==> config.mk <==
export PLATFORM = sky130hd
export DESIGN_NAME = precise_trap_ctrl
export DESIGN_NICKNAME = d
export VERILOG_FILES = /design/src/rtl/ptc_pkg.sv /design/src/rtl/ptc_cause_encode.sv /design/src/rtl/ptc_stage_slot.sv /design/src/rtl/ptc_commit.sv /design/src/rtl/precise_trap_ctrl.sv
export SDC_FILE = /design/constraint.sdc
export NUM_CORES = 1
export LEC_CHECK = 0
export ABC_AREA = 1
export BUFFER_PORTS_ARGS = -buffer_cell sky130_fd_sc_hd__clkbuf_2
export CAP_MARGIN = 25
export CORE_UTILIZATION = 57
export DETAILED_ROUTE_END_ITERATION = 7
export GPL_TIMING_DRIVEN = 0
export PLACE_DENSITY = 0.94
export SKIP_CTS_REPAIR_TIMING = 1
export SLEW_MARGIN = 25
export SYNTH_ARGS = -nofsm -noshare
export SYNTH_HDL_FRONTEND = slang
export SYNTH_SLANG_ARGS = --single-unit
==> constraint.sdc <==
create_clock -name clk_i -period 2.1 [get_ports clk_i]
set_input_delay 0 -clock clk_i [delete_from_list [all_inputs] [get_ports clk_i]]
set_output_delay 0 -clock clk_i [all_outputs]
set_load 0.005 [all_outputs]
==> src/rtl/ptc_pkg.sv <==
package ptc_pkg;
  typedef enum logic [2:0] {
    C_NONE     = 3'd0,
    C_IF_PAGE  = 3'd1,
    C_IF_MIS   = 3'd2,
    C_IF_PROT  = 3'd3,
    C_ILLEGAL  = 3'd4,
    C_OVF      = 3'd5,
    C_MEM_PAGE = 3'd6,
    C_MEM_ACC  = 3'd7
  } cause_e;

  typedef enum logic [1:0] {
    ST_IF  = 2'd0,
    ST_ID  = 2'd1,
    ST_EX  = 2'd2,
    ST_MEM = 2'd3
  } stage_e;

  typedef struct packed {
    logic   valid;
    logic   bds;
    cause_e cause;
    stage_e tag;
  } exc_tag_t;

  localparam exc_tag_t EXC_IDLE = '{valid: 1'b0, bds: 1'b0, cause: C_NONE, tag: ST_IF};
endpackage

==> src/rtl/ptc_cause_encode.sv <==
module ptc_cause_encode
  import ptc_pkg::*;
(
  input  logic     if_valid_i,
  input  logic     if_bds_i,
  input  logic     if_page_flt_i,
  input  logic     if_misalign_i,
  input  logic     if_prot_i,
  input  logic     id_illegal_i,
  input  logic     ex_ovf_i,
  input  logic     ovf_mask_i,
  input  logic     mem_page_flt_i,
  input  logic     mem_misalign_i,
  input  logic     mem_prot_i,
  output exc_tag_t if_word_o,
  output cause_e   id_raise_o,
  output cause_e   ex_raise_o,
  output cause_e   mem_raise_o
);
  always_comb begin
    if_word_o.valid = if_valid_i;
    if_word_o.bds   = if_bds_i;
    if_word_o.tag   = ST_IF;
    if (!if_valid_i)        if_word_o.cause = C_NONE;
    else if (if_page_flt_i) if_word_o.cause = C_IF_PAGE;
    else if (if_misalign_i) if_word_o.cause = C_IF_MIS;
    else if (if_prot_i)     if_word_o.cause = C_IF_PROT;
    else                    if_word_o.cause = C_NONE;
  end

  assign id_raise_o = id_illegal_i ? C_ILLEGAL : C_NONE;
  // masked overflow is dropped, never recorded
  assign ex_raise_o = (ex_ovf_i && !ovf_mask_i) ? C_OVF : C_NONE;

  always_comb begin
    if (mem_page_flt_i)                  mem_raise_o = C_MEM_PAGE;
    else if (mem_misalign_i || mem_prot_i) mem_raise_o = C_MEM_ACC;
    else                                 mem_raise_o = C_NONE;
  end
endmodule

==> src/rtl/ptc_stage_slot.sv <==
module ptc_stage_slot
  import ptc_pkg::*;
#(
  parameter int     PC_W = 32,
  parameter stage_e TAG  = ST_ID
) (
  input  logic            clk_i,
  input  logic            rst_ni,
  input  logic            flush_i,
  input  exc_tag_t        word_i,
  input  logic [PC_W-1:0] pc_i,
  input  cause_e          raise_i,
  output exc_tag_t        word_o,
  output logic [PC_W-1:0] pc_o
);
  exc_tag_t        word_q;
  logic [PC_W-1:0] pc_q;

  always_ff @(posedge clk_i or negedge rst_ni) begin
    if (!rst_ni) begin
      word_q <= EXC_IDLE;
      pc_q   <= '0;
    end else begin
      word_q <= flush_i ? EXC_IDLE : word_i;
      pc_q   <= pc_i;
    end
  end

  // first fault per instruction is kept
  always_comb begin
    word_o = word_q;
    if (word_q.valid && word_q.cause == C_NONE && raise_i != C_NONE) begin
      word_o.cause = raise_i;
      word_o.tag   = TAG;
    end
  end

  assign pc_o = pc_q;
endmodule

==> src/rtl/ptc_commit.sv <==
module ptc_commit
  import ptc_pkg::*;
#(
  parameter int PC_W   = 32,
  parameter int INSN_B = 4
) (
  input  logic            clk_i,
  input  logic            rst_ni,
  input  exc_tag_t        word_i,
  input  logic [PC_W-1:0] pc_i,
  input  logic            ret_i,
  output logic            take_o,
  output logic            rf_block_o,
  output logic            pending_o,
  output logic [PC_W-1:0] epc_o,
  output logic [PC_W-1:0] bpc_o,
  output logic            bds_o,
  output cause_e          cause_o,
  output stage_e          stage_o,
  output logic [PC_W-1:0] restart_o
);
  localparam logic [PC_W-1:0] STEP = PC_W'(INSN_B);

  logic            pend_q, rf_q, bds_q;
  logic [PC_W-1:0] epc_q, bpc_q;
  cause_e          cause_q;
  stage_e          stage_q;

  assign take_o = word_i.valid && (word_i.cause != C_NONE) && !pend_q;

  always_ff @(posedge clk_i or negedge rst_ni) begin
    if (!rst_ni) begin
      pend_q  <= 1'b0;
      rf_q    <= 1'b0;
      bds_q   <= 1'b0;
      epc_q   <= '0;
      bpc_q   <= '0;
      cause_q <= C_NONE;
      stage_q <= ST_IF;
    end else begin
      rf_q <= take_o;
      if (take_o) begin
        pend_q  <= 1'b1;
        epc_q   <= pc_i;
        bpc_q   <= word_i.bds ? pc_i - STEP : pc_i;
        bds_q   <= word_i.bds;
        cause_q <= word_i.cause;
        stage_q <= word_i.tag;
      end else if (ret_i) begin
        pend_q <= 1'b0;
      end
    end
  end

  assign rf_block_o = rf_q;
  assign pending_o  = pend_q;
  assign epc_o      = epc_q;
  assign bpc_o      = bpc_q;
  assign bds_o      = bds_q;
  assign cause_o    = cause_q;
  assign stage_o    = stage_q;
  assign restart_o  = bds_q ? bpc_q : epc_q;
endmodule

==> src/rtl/precise_trap_ctrl.sv <==
module precise_trap_ctrl
  import ptc_pkg::*;
#(
  parameter int              PC_W     = 32,
  parameter int              INSN_B   = 4,
  parameter logic [PC_W-1:0] TRAP_VEC = PC_W'(32'h0000_0080)
) (
  input  logic            clk_i,
  input  logic            rst_ni,
  input  logic            if_valid_i,
  input  logic [PC_W-1:0] if_pc_i,
  input  logic            if_bds_i,
  input  logic            if_page_flt_i,
  input  logic            if_misalign_i,
  input  logic            if_prot_i,
  input  logic            id_illegal_i,
  input  logic            ex_ovf_i,
  input  logic            ovf_mask_i,
  input  logic            mem_page_flt_i,
  input  logic            mem_misalign_i,
  input  logic            mem_prot_i,
  input  logic            trap_ret_i,
  output logic [3:0]      flush_o,
  output logic            trap_o,
  output logic [PC_W-1:0] trap_pc_o,
  output logic            dm_we_block_o,
  output logic            rf_we_block_o,
  output logic [PC_W-1:0] epc_o,
  output logic [PC_W-1:0] branch_pc_o,
  output logic            in_slot_o,
  output logic [PC_W-1:0] restart_pc_o,
  output logic [2:0]      cause_o,
  output logic [1:0]      cause_stage_o,
  output logic            pending_o
);
  localparam int NSLOT = 3;

  exc_tag_t        word_c  [0:NSLOT];
  logic [PC_W-1:0] pc_c    [0:NSLOT];
  cause_e          raise_c [1:NSLOT];
  cause_e          id_raise, ex_raise, mem_raise;
  cause_e          cause_q;
  stage_e          stage_q;
  logic            take;

  ptc_cause_encode u_enc (
    .if_valid_i     (if_valid_i),
    .if_bds_i       (if_bds_i),
    .if_page_flt_i  (if_page_flt_i),
    .if_misalign_i  (if_misalign_i),
    .if_prot_i      (if_prot_i),
    .id_illegal_i   (id_illegal_i),
    .ex_ovf_i       (ex_ovf_i),
    .ovf_mask_i     (ovf_mask_i),
    .mem_page_flt_i (mem_page_flt_i),
    .mem_misalign_i (mem_misalign_i),
    .mem_prot_i     (mem_prot_i),
    .if_word_o      (word_c[0]),
    .id_raise_o     (id_raise),
    .ex_raise_o     (ex_raise),
    .mem_raise_o    (mem_raise)
  );

  assign pc_c[0]    = if_pc_i;
  assign raise_c[1] = id_raise;
  assign raise_c[2] = ex_raise;
  assign raise_c[3] = mem_raise;

  for (genvar g = 1; g <= NSLOT; g++) begin : g_slot
    ptc_stage_slot #(
      .PC_W (PC_W),
      .TAG  (stage_e'(g))
    ) u_slot (
      .clk_i   (clk_i),
      .rst_ni  (rst_ni),
      .flush_i (take),
      .word_i  (word_c[g-1]),
      .pc_i    (pc_c[g-1]),
      .raise_i (raise_c[g]),
      .word_o  (word_c[g]),
      .pc_o    (pc_c[g])
    );
  end

  ptc_commit #(
    .PC_W   (PC_W),
    .INSN_B (INSN_B)
  ) u_commit (
    .clk_i      (clk_i),
    .rst_ni     (rst_ni),
    .word_i     (word_c[NSLOT]),
    .pc_i       (pc_c[NSLOT]),
    .ret_i      (trap_ret_i),
    .take_o     (take),
    .rf_block_o (rf_we_block_o),
    .pending_o  (pending_o),
    .epc_o      (epc_o),
    .bpc_o      (branch_pc_o),
    .bds_o      (in_slot_o),
    .cause_o    (cause_q),
    .stage_o    (stage_q),
    .restart_o  (restart_pc_o)
  );

  assign trap_o        = take;
  assign flush_o       = {(NSLOT + 1){take}};
  assign trap_pc_o     = TRAP_VEC;
  assign dm_we_block_o = take;
  assign cause_o       = cause_q;
  assign cause_stage_o = stage_q;
endmodule

==> summary.txt <==
Layout
  – Final net count: 970
  – Area of the multi-input gates: between 2000 and 2500 um^2
  – Filler cells: 728
  – Final Instance Area: 9380 um^2
  – Antenna Cells: 0
  – Area delta synth->final: 30.1%
  – Storage element area: about 4600 um^2
  – Layout cells sized above 1: about a third

Drt
  – Drt first pass iters: 5
  – Remaining DRCs: 0
  – Post-route ant nets: 0
  – Final wirelength: ~18 mm
  – Starting DRT DRC Count: between 400 and 500
  – Vias/cell: between 5 and 6
  – WL per Instance: about 16 um
  – Via count: between 5000 and 6000

STA
  – Final Cycle Share: between 90% and 100%
  – Final setup TNS: 0 ps
  – Worst hold slack: -5.81 ps
  – Min Tclk post-route: approximately 2100 ps
  – Worst-Margin Slew: ~500 ps
  – Fin. max-slew vios: 0
  – Endpoints failing setup: 0
  – Rel. slew slack: approximately two thirds
  – Final number of hold-violating endpoints: 1
  – Setup Skew: a little over 8 ps
  – F_max: 0.487 GHz

Global route
  – Largest net degree at the start of global routing: 90
  – Vias in the first global route: just over 5000
  – Grt total ovfl: 0
  – Initial antenna violation count: 0
  – GRT Resource Usage Total: a little over a quarter
  – First-pass GRT wire length: about 26 mm

Place
  – Post-DP HPWL: between 10 and 15 mm
  – Placed cell areas: approximately 8400 um^2
  – Port Buffer Count: between 150 and 200
  – Routability cong.: between 0.8 and 0.9

CTS
  – Clock insertion delay at the later pin of the skew report: roughly 420 ps
  – Clock Pin Slew Worst Setup and Hold Paths: ~70 ps
  – CTS tree: done
  – Clk sink count: about 180
  – CTS Root Cell: clkbuf_16
  – H-tree level count: 4
  – CTS Buf Count: 17
  – Max clock buf depth: 2

Pwr
  – VDD IR max: between 0.8 and 0.9 mV
  – Pwr dens: 1310 nW/um^2
  – Pleak: slightly below 0.005 uW

Yosys
  – Post-synth top flop: dfrtp_1
  – Synth top area cells: dfrtp_1 (63%), nand2_1 (8.2%), mux2_2 (4.2%)
  – Syn Inst Count: around 680
  – Count leader, synth: dfrtp_1
  – Seq/Total Area, Yosys: 63.5%
  – Top-area cell type share of the netlist area: between 60% and 70%
  – Synthesized flop and latch total: roughly 180
  – Synth warn: 0
  – Post-synthesis cell area: just over 7000 um^2
  – Synth area leader: dfrtp_1
  – Async S/R FF share, synth: 100%
  – Commonest cells in the synthesized netlist: dfrtp_1 (183), nand2_1 (157), nor2_1 (54), inv_1 (51), buf_4 (40)
  – Post-synth EDFFs: 0
  – Syn Area/Cell: ~11 um^2
  – Number of distinct library cells after synthesis: 34

Floorplanning
  – # rows: 40
  – Core area: 12200 um^2
  – Die ar.: 13100 um^2
  – Die W: about 110 um
  – Initial Utilization: 59.3%
  – Die H: around 110 um
  – I/O Pins: about 190

Critical path
  – Reg2reg start: g_slot[3].u_slot.word_o[6]
  – Req. time, crit path: between 2000 and 2500 ps
  – Arrival @ worst endpoint: roughly 2000 ps
  – Setup crit end kind: primary output
  – Crit path launch type: flip-flop
  – R2r endpoint: g_slot[1].u_slot.word_q[3]
  – Critical Path Fanout Max: 10
  – Worst reg-to-reg setup slack: between 100 and 150 ps
  – R2R cell count: 9
  – Critical path type: reg -> out

Run status
  – Failing checks: negative hold slack
  – Run status: finished with violations

Worst hold path
  – Hold Crit Depth: 5
  – Worst hold path class: in -> reg
  – Hold wc startpoint: ex_ovf_i
  – Hold Path Sink: g_slot[3].u_slot.word_q[1]

Run
  – Max_cap viols: 0
[metrics by stage]
step	instances	worst slack (ps)	util [%]	hold slack, ps	power [uW]
2_1_floorplan	705	636	-	-296	7110
3_3_place_gp	1028	-2060	68.3	108	8810
3_5_place_dp	1030	314	68.9	-147	9040
4_1_cts	1062	-39.8	73.6	-592	12200
5_1_grt	1104	-16.4	77.1	2.14	13000
6_report	1104	47.8	77.1	-5.81	12200
[metal layers]
layer / GRT usage [%] / share of wire (%)
met5: 0 / 0
met4: 8.48 / 2.6
met3: 5.03 / 8.0
met2: 45.9 / 50
met1: 35.2 / 39
[flip-flops by register name, indices dropped and copies added, names as in the netlist, 2 cells and up]
| register | flops |
|---|---|
| g_slot.u_slot.pc_o | 96 |
| u_commit.bpc_o | 32 |
| u_commit.epc_o | 30 |
| g_slot.u_slot.word_q | 11 |
| g_slot.u_slot.word_o | 6 |
| u_commit.cause_o | 3 |
| u_commit.stage_o | 2 |
[how the worst max path moves through the flow]
stage / from / endpoint / slack (ps) / cells past startpoint
floorplan: g_slot[3].u_slot.pc_o[2] / u_commit.bpc_o[20] / 640 / 11
global placement: rst_ni / u_commit.bpc_o[30] / -2060 / 1
detailed placement: g_slot[3].u_slot.pc_o[3] / u_commit.bpc_o[26] / 310 / 11
CTS: u_commit.bds_o / restart_pc_o[11] / -40 / 4
global route: u_commit.bds_o / restart_pc_o[11] / -20 / 4
finish: u_commit.bds_o / restart_pc_o[11] / 50 / 4
[power by group]
part / switching, uW / leakage [uW] / internal (uW)
Combinational: 2200 / 0.00242 / 1890
Clock: 1330 / 0.000261 / 1770
Sequential: 699 / 0.00221 / 4360
Total: 4230 / 0.00489 / 8020
[layout by cell type (no fill, tap or decap), drive strengths merged, types with 2 or more instances in the layout]
cell         count
clkbuf         181
mux2            27
a21oi            6
nor2            63
nand4           11
clkinv           2
bufinv           2
dfrtp          183
dlygate4sd3     43
nand2          161
nor3             5
o21ai           51
conb            32
a31oi            2
nand3           28
inv             60
xor2            15
clkinvlp         6
buf             55
[worst max-delay path, cell delays in order (launching register included)]
cell and delay (ps):
dfrtp_1 340, clkbuf_1 390, clkbuf_4 380, mux2_2 390, clkbuf_2 130
[final cells by class]
class / instances / area share [%]
multi-input cells: 404 / 22.3
flip-flops and latches: 183 / 48.8
clock inverters: 12 / 1.52
inverters: 58 / 2.35
plain buffers: 59 / 4.57
clock buffers: 20 / 4.65
well taps: 168 / 2.24
repair buffers: 200 / 13.5
[logic make-up (layout without fill, tap and decap cells)]
logic type,after synthesis,count (layout),synth area share (%)
DFF,183,183,63.5
adders and majority gates,1,1,0.173
and+or+nand+nor,270,270,16.7
AOI/OAI and AO/OA,59,59,4.49
xor gates and xnor gates,15,15,1.82
muxes,27,27,4.22
buffers and inverters,118,349,9.04
other,2,32,0.104
No activity file was read; power rests on OpenSTA's default activity.
